--- config.mk ---
export PLATFORM = sky130hd
export DESIGN_NAME = flash_seq
export DESIGN_NICKNAME = d
export VERILOG_FILES = /design/src/rtl/flash_seq_pkg.sv /design/src/rtl/flash_timer.sv /design/src/rtl/flash_array.sv /design/src/rtl/flash_prot.sv /design/src/rtl/flash_seq.sv
export SDC_FILE = /design/constraint.sdc
export NUM_CORES = 1
export LEC_CHECK = 0
export BUFFER_PORTS_ARGS = -buffer_cell sky130_fd_sc_hd__buf_2
export CORE_UTILIZATION = 30
export CTS_CLUSTER_SIZE = 25
export DETAILED_ROUTE_END_ITERATION = 7
export PLACE_DENSITY = 0.52
export SLEW_MARGIN = 20
export SYNTH_ARGS = -nofsm -noshare
export SYNTH_HDL_FRONTEND = slang
export SYNTH_SLANG_ARGS = --single-unit
--- constraint.sdc ---
create_clock -name clk -period 3.6 [get_ports clk]
set_clock_uncertainty 0.15 [all_clocks]
set_input_delay 0.72 -clock clk [delete_from_list [all_inputs] [get_ports clk]]
set_output_delay 0.72 -clock clk [all_outputs]
set_load 0.01 [all_outputs]
--- src/rtl/flash_seq_pkg.sv ---
package flash_seq_pkg;

    localparam logic [2:0] OP_ERASE   = 3'd0;
    localparam logic [2:0] OP_PROG    = 3'd1;
    localparam logic [2:0] OP_CRC     = 3'd2;
    localparam logic [2:0] OP_CFGWR   = 3'd3;
    localparam logic [2:0] OP_BOOTWR  = 3'd4;
    localparam logic [2:0] OP_CLRPROT = 3'd5;

    localparam int ST_INTR = 0;
    localparam int ST_SEC  = 1;
    localparam int ST_HV   = 2;
    localparam int ST_VERF = 3;

    typedef enum logic [1:0] {
        S_IDLE,
        S_BUSY,
        S_VERIFY,
        S_FINISH
    } seq_state_e;

endpackage

--- src/rtl/flash_timer.sv ---
module flash_timer #(
    parameter int CW = 4
) (
    input  logic          clk,
    input  logic          rst_n,
    input  logic          load,
    input  logic [CW-1:0] load_val,
    input  logic          dec,
    output logic          last
);
    logic [CW-1:0] cnt_q;

    always_ff @(posedge clk or negedge rst_n) begin
        if (!rst_n)
            cnt_q <= '0;
        else if (load)
            cnt_q <= load_val;
        else if (dec && cnt_q != '0)
            cnt_q <= cnt_q - 1'b1;
    end

    assign last = (cnt_q == CW'(1));


    no_underflow_chk: assert property (@(posedge clk) disable iff (!rst_n)
        dec |-> cnt_q != '0);
endmodule

--- src/rtl/flash_array.sv ---
module flash_array #(
    parameter int AW = 4,
    parameter int DW = 8
) (
    input  logic          clk,
    input  logic          rst_n,
    input  logic          erase_all,
    input  logic          prog_we,
    input  logic [AW-1:0] prog_addr,
    input  logic [DW-1:0] prog_data,
    input  logic [AW-1:0] va_addr,
    output logic [DW-1:0] va_data,
    input  logic [AW-1:0] rb_addr,
    output logic [DW-1:0] rb_data
);
    localparam int DEPTH = 1 << AW;

    logic [DW-1:0] mem_q [DEPTH];

    for (genvar w = 0; w < DEPTH; w++) begin : g_word
        always_ff @(posedge clk or negedge rst_n) begin
            if (!rst_n)
                mem_q[w] <= '1;
            else if (erase_all)
                mem_q[w] <= '1;
            else if (prog_we && prog_addr == AW'(w))
                mem_q[w] <= mem_q[w] & prog_data;
        end
    end

    assign va_data = mem_q[va_addr];
    assign rb_data = mem_q[rb_addr];


    one_write_chk: assert property (@(posedge clk) disable iff (!rst_n)
        !(erase_all && prog_we));
endmodule

--- src/rtl/flash_prot.sv ---
module flash_prot #(
    parameter int DW = 8
) (
    input  logic          clk,
    input  logic          rst_n,
    input  logic          cfg_we,
    input  logic [DW-1:0] cfg_wdata,
    input  logic          boot_we,
    input  logic [1:0]    boot_bits,
    input  logic          clr_req,
    input  logic [1:0]    mode,
    output logic          wp,
    output logic          dis,
    output logic [DW-1:0] cfg_byte,
    output logic          cfg_rej,
    output logic          clr_ok
);
    logic          wp_q, dis_q;
    logic [DW-1:0] cfg_q;

    // mode[1] marks ICP (2) and parallel (3)
    assign clr_ok  = !dis_q || mode[1];
    assign cfg_rej = cfg_we && wp_q;

    always_ff @(posedge clk or negedge rst_n) begin
        if (!rst_n) begin
            wp_q  <= 1'b0;
            dis_q <= 1'b0;
            cfg_q <= '0;
        end else begin
            if (cfg_we && !wp_q)
                cfg_q <= cfg_wdata;
            if (boot_we) begin
                wp_q  <= wp_q  | boot_bits[0];
                dis_q <= dis_q | boot_bits[1];
            end else if (clr_req && clr_ok) begin
                wp_q <= 1'b0;
                if (mode[1])
                    dis_q <= 1'b0;
            end
        end
    end

    assign wp       = wp_q;
    assign dis      = dis_q;
    assign cfg_byte = cfg_q;


    cfg_lock_chk: assert property (@(posedge clk) disable iff (!rst_n)
        (cfg_we && wp_q) |=> $stable(cfg_q));

    clr_refuse_chk: assert property (@(posedge clk) disable iff (!rst_n)
        (clr_req && dis_q && !mode[1]) |=> (wp_q == $past(wp_q)));

    clr_accept_chk: assert property (@(posedge clk) disable iff (!rst_n)
        (clr_req && !dis_q) |=> !wp_q);
endmodule

--- src/rtl/flash_seq.sv ---
module flash_seq
    import flash_seq_pkg::*;
#(
    parameter int AW        = 4,
    parameter int DW        = 8,
    parameter int ERASE_CYC = 12,
    parameter int PROG_CYC  = 5,
    parameter int CRC_CYC   = 8
) (
    input  logic          clk,
    input  logic          rst_n,
    input  logic          cmd_valid,
    input  logic [2:0]    cmd_op,
    input  logic [AW-1:0] cmd_addr,
    input  logic [DW-1:0] cmd_data,
    input  logic [1:0]    prog_mode,
    input  logic          irq_req,
    input  logic          hv_err_in,
    input  logic          sec_block,
    input  logic          rb_locked,
    input  logic [AW-1:0] rd_addr,
    output logic [DW-1:0] rd_data,
    output logic          cpu_stall,
    output logic          done,
    output logic          err_carry,
    output logic [7:0]    status,
    output logic          crc_valid,
    output logic          cfg_wp,
    output logic          clr_dis,
    output logic [DW-1:0] cfg_byte
);
    localparam int MAXC_A = (ERASE_CYC > PROG_CYC) ? ERASE_CYC : PROG_CYC;
    localparam int MAXC   = (MAXC_A > CRC_CYC) ? MAXC_A : CRC_CYC;
    localparam int CW     = $clog2(MAXC + 1);

    seq_state_e    st_q, st_d;
    logic [2:0]    op_q;
    logic [AW-1:0] addr_q;
    logic [DW-1:0] data_q;
    logic [3:0]    sts_q;
    logic          crc_ok_q;

    logic          accept, timed, go_busy, abort, expire;
    logic [CW-1:0] dur;
    logic          tmr_last;
    logic [DW-1:0] va_data;
    logic          cfg_rej, clr_ok;

    assign accept  = cmd_valid && (st_q == S_IDLE);
    assign timed   = (cmd_op == OP_ERASE) || (cmd_op == OP_PROG) || (cmd_op == OP_CRC);
    assign go_busy = accept && timed && !sec_block;
    assign abort   = (st_q == S_BUSY) && (irq_req || hv_err_in);
    assign expire  = (st_q == S_BUSY) && tmr_last && !abort;

    always_comb begin
        unique case (cmd_op)
            OP_ERASE: dur = CW'(ERASE_CYC);
            OP_PROG:  dur = CW'(PROG_CYC);
            default:  dur = CW'(CRC_CYC);
        endcase
    end

    flash_timer #(.CW(CW)) timer_i (
        .clk      (clk),
        .rst_n    (rst_n),
        .load     (go_busy),
        .load_val (dur),
        .dec      (st_q == S_BUSY),
        .last     (tmr_last)
    );

    flash_array #(.AW(AW), .DW(DW)) array_i (
        .clk       (clk),
        .rst_n     (rst_n),
        .erase_all (expire && op_q == OP_ERASE),
        .prog_we   (expire && op_q == OP_PROG),
        .prog_addr (addr_q),
        .prog_data (data_q),
        .va_addr   (addr_q),
        .va_data   (va_data),
        .rb_addr   (rd_addr),
        .rb_data   (rd_data)
    );

    flash_prot #(.DW(DW)) prot_i (
        .clk       (clk),
        .rst_n     (rst_n),
        .cfg_we    (accept && cmd_op == OP_CFGWR),
        .cfg_wdata (cmd_data),
        .boot_we   (accept && cmd_op == OP_BOOTWR),
        .boot_bits (cmd_data[1:0]),
        .clr_req   (accept && cmd_op == OP_CLRPROT),
        .mode      (prog_mode),
        .wp        (cfg_wp),
        .dis       (clr_dis),
        .cfg_byte  (cfg_byte),
        .cfg_rej   (cfg_rej),
        .clr_ok    (clr_ok)
    );

    // next state: start, immediate, abort, expire, compare, release
    always_comb begin
        st_d = st_q;
        unique case (st_q)
            S_IDLE:   if (accept) st_d = go_busy ? S_BUSY : S_FINISH;
            S_BUSY:   if (abort) st_d = S_FINISH;
                      else if (tmr_last) st_d = (op_q == OP_PROG) ? S_VERIFY : S_FINISH;
            S_VERIFY: st_d = S_FINISH;
            S_FINISH: st_d = S_IDLE;
            default:  st_d = S_IDLE;
        endcase
    end

    always_ff @(posedge clk or negedge rst_n) begin
        if (!rst_n) st_q <= S_IDLE;
        else        st_q <= st_d;
    end

    // command capture, status and CRC result
    always_ff @(posedge clk or negedge rst_n) begin
        if (!rst_n) begin
            op_q     <= '0;
            addr_q   <= '0;
            data_q   <= '0;
            sts_q    <= '0;
            crc_ok_q <= 1'b0;
        end else if (accept) begin
            op_q     <= cmd_op;
            addr_q   <= cmd_addr;
            data_q   <= cmd_data;
            crc_ok_q <= 1'b0;
            sts_q    <= '0;
            sts_q[ST_SEC] <= (timed && sec_block) || cfg_rej
                           || (cmd_op == OP_CLRPROT && !clr_ok);
        end else begin
            if (st_q == S_BUSY) begin
                if (irq_req)   sts_q[ST_INTR] <= 1'b1;
                if (hv_err_in) sts_q[ST_HV]   <= 1'b1;
            end
            if (st_q == S_VERIFY && (va_data != data_q || rb_locked))
                sts_q[ST_VERF] <= 1'b1;
            if (expire && op_q == OP_CRC)
                crc_ok_q <= 1'b1;
        end
    end

    assign cpu_stall = (st_q != S_IDLE);
    assign done      = (st_q == S_FINISH);
    assign status    = {4'b0000, sts_q};
    assign err_carry = |sts_q;
    assign crc_valid = crc_ok_q;


    start_stall_chk: assert property (@(posedge clk) disable iff (!rst_n)
        go_busy |=> (cpu_stall && !done));

    irq_abort_chk: assert property (@(posedge clk) disable iff (!rst_n)
        (st_q == S_BUSY && irq_req) |=> (done && status[ST_INTR]));

    sec_abort_chk: assert property (@(posedge clk) disable iff (!rst_n)
        (accept && timed && sec_block) |=> (done && status[ST_SEC] && !crc_valid));

    hv_abort_chk: assert property (@(posedge clk) disable iff (!rst_n)
        (st_q == S_BUSY && hv_err_in) |=> (done && status[ST_HV]));

    locked_verify_chk: assert property (@(posedge clk) disable iff (!rst_n)
        (st_q == S_VERIFY && rb_locked) |=> status[ST_VERF]);

    done_pulse_chk: assert property (@(posedge clk) disable iff (!rst_n)
        done |=> !done);
endmodule

==> reports/qor.log <==
qor: clocking.clk_pin_slew 0.07 ns
qor: place.count_of_input_and_output_buffers 52
qor: route.route.detailed.drc 0
qor: grt.maximum_number_of_pins_on_one_net_before_global_route_repair 129
qor: clocking.post_cts.resized_instances 0
qor: final_layout.final_common_cell nand2_1
qor: logic_synthesis.postSynth.topFlopCell dfstp_2
qor: grt.grtUsageMet2 0.2692
qor: grt.grt_antenna_before_repair 0
qor: timing.setup_total_negative_slack 0 ns
qor: grt.remaining_overflow_grt 0
qor: setup_path.setup.worst_path.start_class primary input
qor: final_layout.area_delta_synth_final 14.04%
qor: logic_synthesis.synth_area 8571 sq um
qor: power_and_ir_drop.power_leakage 4.379 nW
qor: clocking.max-clock-path-buffers 2
qor: route.routed_wl 24,070 um
qor: final_layout.register_area 4264 sq um
qor: setup_path.setup.reg_to_reg.worst_slack 0.66 ns
qor: floorplanning.initial_utilization 0.3068
qor: logic_synthesis.synth_edf_count 0
qor: route.dr.first_iter.drc_count 555
qor: setup_path.worst-path-max-fanout 32
qor: timing.timing_worst_slew_pin_value 0.9010 ns
qor: logic_synthesis.post_syn_area_per_cell 11.74 sq um
qor: min_path.worstHoldPathType primary input to asynchronous set/reset pin
qor: timing.rsz_0062_raised_after_global_routing false
qor: grt.wire_length_of_the_first_global_routing_pass 37,030 um
qor: logic_synthesis.synth.ff_latch_count 164
qor: setup_path.crit_arrival 2.34 ns
qor: setup_path.crit_path_required_time 2.73 ns
qor: grt.vias_in_the_first_global_route 6,012
qor: floorplanning.die_area 29,250 sq um
qor: power_and_ir_drop.power.density_cell_area 716.9 nW/um^2
qor: floorplanning.coreArea 27,930 sq um
qor: power_and_ir_drop.fin_total_pwr 0.007007 W
qor: status.status complete, no violations
qor: route.drt.antenna.violating_nets 0
qor: setup_path.setup.worst_path.end_class primary output
qor: clocking.cts_tree built
qor: grt.gr_util_met3 0.03516
qor: logic_synthesis.synth-warning-count 0
qor: setup_path.path_class primary input to primary output
qor: grt.globalRoute.busiestLayer met2
qor: logic_synthesis.sequential_area_share_after_synthesis 0.4975
qor: clocking.clock_sink_count 164
qor: logic_synthesis.synthArstFlopShare 1.000
qor: place.half_perimeter_wire_length_after_placement 14,640 um
qor: timing.timing.max_slew.rel_slack 0.3944
qor: flow_run.maxCapViolations 0
qor: logic_synthesis.synth_top_cells_by_area dfstp_2, mux4_2, dfrtp_1
qor: final_layout.multi_input_area 3983 sq um
qor: timing.drv_slew 0
qor: clocking.post_cts_buffers 0
qor: logic_synthesis.synth_top_area_frac 0.3924
qor: clocking.cts_buffers 17
qor: timing.finalCritPeriodShare 0.8927
qor: final_layout.layout.cells.most_common_list nand2_1, o21ai_0, dfstp_2
qor: grt.grt.total_usage 0.1722
qor: timing.fin_crit 3.214 ns
qor: route.via_per_inst 5.302
qor: final_layout.drive_above_1_share 0.4195
qor: logic_synthesis.postSynthCellCount 730
qor: route.via_count 6,087
qor: final_layout.diodes 0
qor: clocking.post_cts_hold_buffer_count 0
qor: floorplanning.die_height 171.0 um
qor: floorplanning.floorplan.rows 61
qor: timing.setup_violations 0
qor: final_layout.number_of_nets_in_the_final_layout 792
qor: clocking.htree_num_levels 4
qor: logic_synthesis.netlist.top_cell.by_area dfstp_2
qor: logic_synthesis.post_synth_num_cell_types 48
qor: timing.final_hold_viol_count 0
qor: clocking.clk_latency 0.43 ns
qor: timing.maxClockFrequency 0.3112 GHz
qor: floorplanning.floorplan.die.width 171.0 um
qor: route.first_pass_iters 5
qor: place.gp_congestion 0.7539
qor: power_and_ir_drop.vdd_drop_max 0.3423 mV
qor: floorplanning.floorplan.io_pins 58
qor: route.wl_per_cell 20.96 um
qor: final_layout.layout.filler_cells 2,810
qor: clocking.cts.root.buffer_cell clkbuf_16
qor: grt.groute.layer.met1.usage 0.2379
[per-layer routing]
layer,routed length (um),share of wire
met1,10440,0.43
met2,11670,0.48
met3,1479,0.061
met4,485,0.020
met5,0,0
[metrics by stage]
step	utilization	std cells	hold WS, ns	worst slack [ns]	area (sq um)
after floorplan	-	733	0.2744	0.4682	8582
after global placement	0.3279	1116	0.3212	0.3588	9160
after detailed placement	0.3279	1116	0.3251	0.3731	9160
after CTS	0.3499	1148	0.1751	0.3653	9774
after global routing	0.3499	1148	0.1940	0.3167	9774
final	0.3499	1148	0.1370	0.3863	9774
[state kept, by name, indices dropped and copies added, names as in the netlist]
register	cells
addr_q	4
array_i.mem_q	128
crc_valid	1
data_q	8
op_q	3
prot_i.cfg_byte	8
prot_i.dis	1
prot_i.wp	1
st_q	2
sts_q	4
timer_i.cnt_q	4
[power breakdown]
| group | leakage (nW) | internal [W] | switching (W) |
|---|---|---|---|
| combinational | 2.31 | 0.000986 | 0.000912 |
| sequential | 1.76 | 0.00252 | 0.000657 |
| clock | 0.309 | 0.00112 | 0.000810 |
[path summary, 6_finish.rpt]
path                                         from                  to  cells after the start
max in group asynchronous                   rst_n   array_i.mem_q[78]                      2
min in group clk                array_i.mem_q[85]   array_i.mem_q[85]                      2
worst max-delay path                   rd_addr[0]          rd_data[5]                      5
worst min register to register  array_i.mem_q[85]   array_i.mem_q[85]                      2
worst max register to register          addr_q[2]            sts_q[3]                      7
worst min-delay path                        rst_n  prot_i.cfg_byte[3]                      1
[cells by family after synthesis]
group                    after synthesis  synth area share
adder cells (fa/ha/maj)                7           0.01022
XOR/XNOR                              12           0.01226
multiplexers                         110            0.2377
other                                  1         0.0004375
flip-flops                           164            0.4975
buffers and inverters                 68           0.04000
AO/OA/AOI/OAI                        166            0.1025
AND/OR/NAND/NOR                      202           0.09942
[worst max-delay path, stage by stage]
cell    delay [ns]
buf_2         0.10
buf_12        0.27
mux4_2        0.55
mux4_2        0.50
buf_2         0.17
[layout make-up]
cell class	count	share of cell area
clock buffer	18	0.04493
tap	378	0.04839
sequential	164	0.4363
inverter	9	0.003456
multi-input combinational	501	0.4075
clock inverter	14	0.01792
timing repair buffer	64	0.04160
[synth_stat cells, types with 2 or more instances]
cell,number
mux4_2,70
dfstp_2,128
nand2b_1,3
dfrtp_1,36
nor3_1,6
nor2b_1,5
clkbuf_1,33
buf_6,4
o211ai_1,2
o22a_1,2
ha_1,7
inv_1,8
mux2_2,23
nor3b_1,5
buf_1,4
nand2_1,163
a31oi_1,4
a21oi_1,12
nor2_1,8
xor2_1,8
mux2i_1,15
xnor2_1,4
nor4b_1,2
o21ai_0,139
nand4_1,2
buf_4,7
buf_2,9
Note: power is estimated with default switching activity, not from simulation.
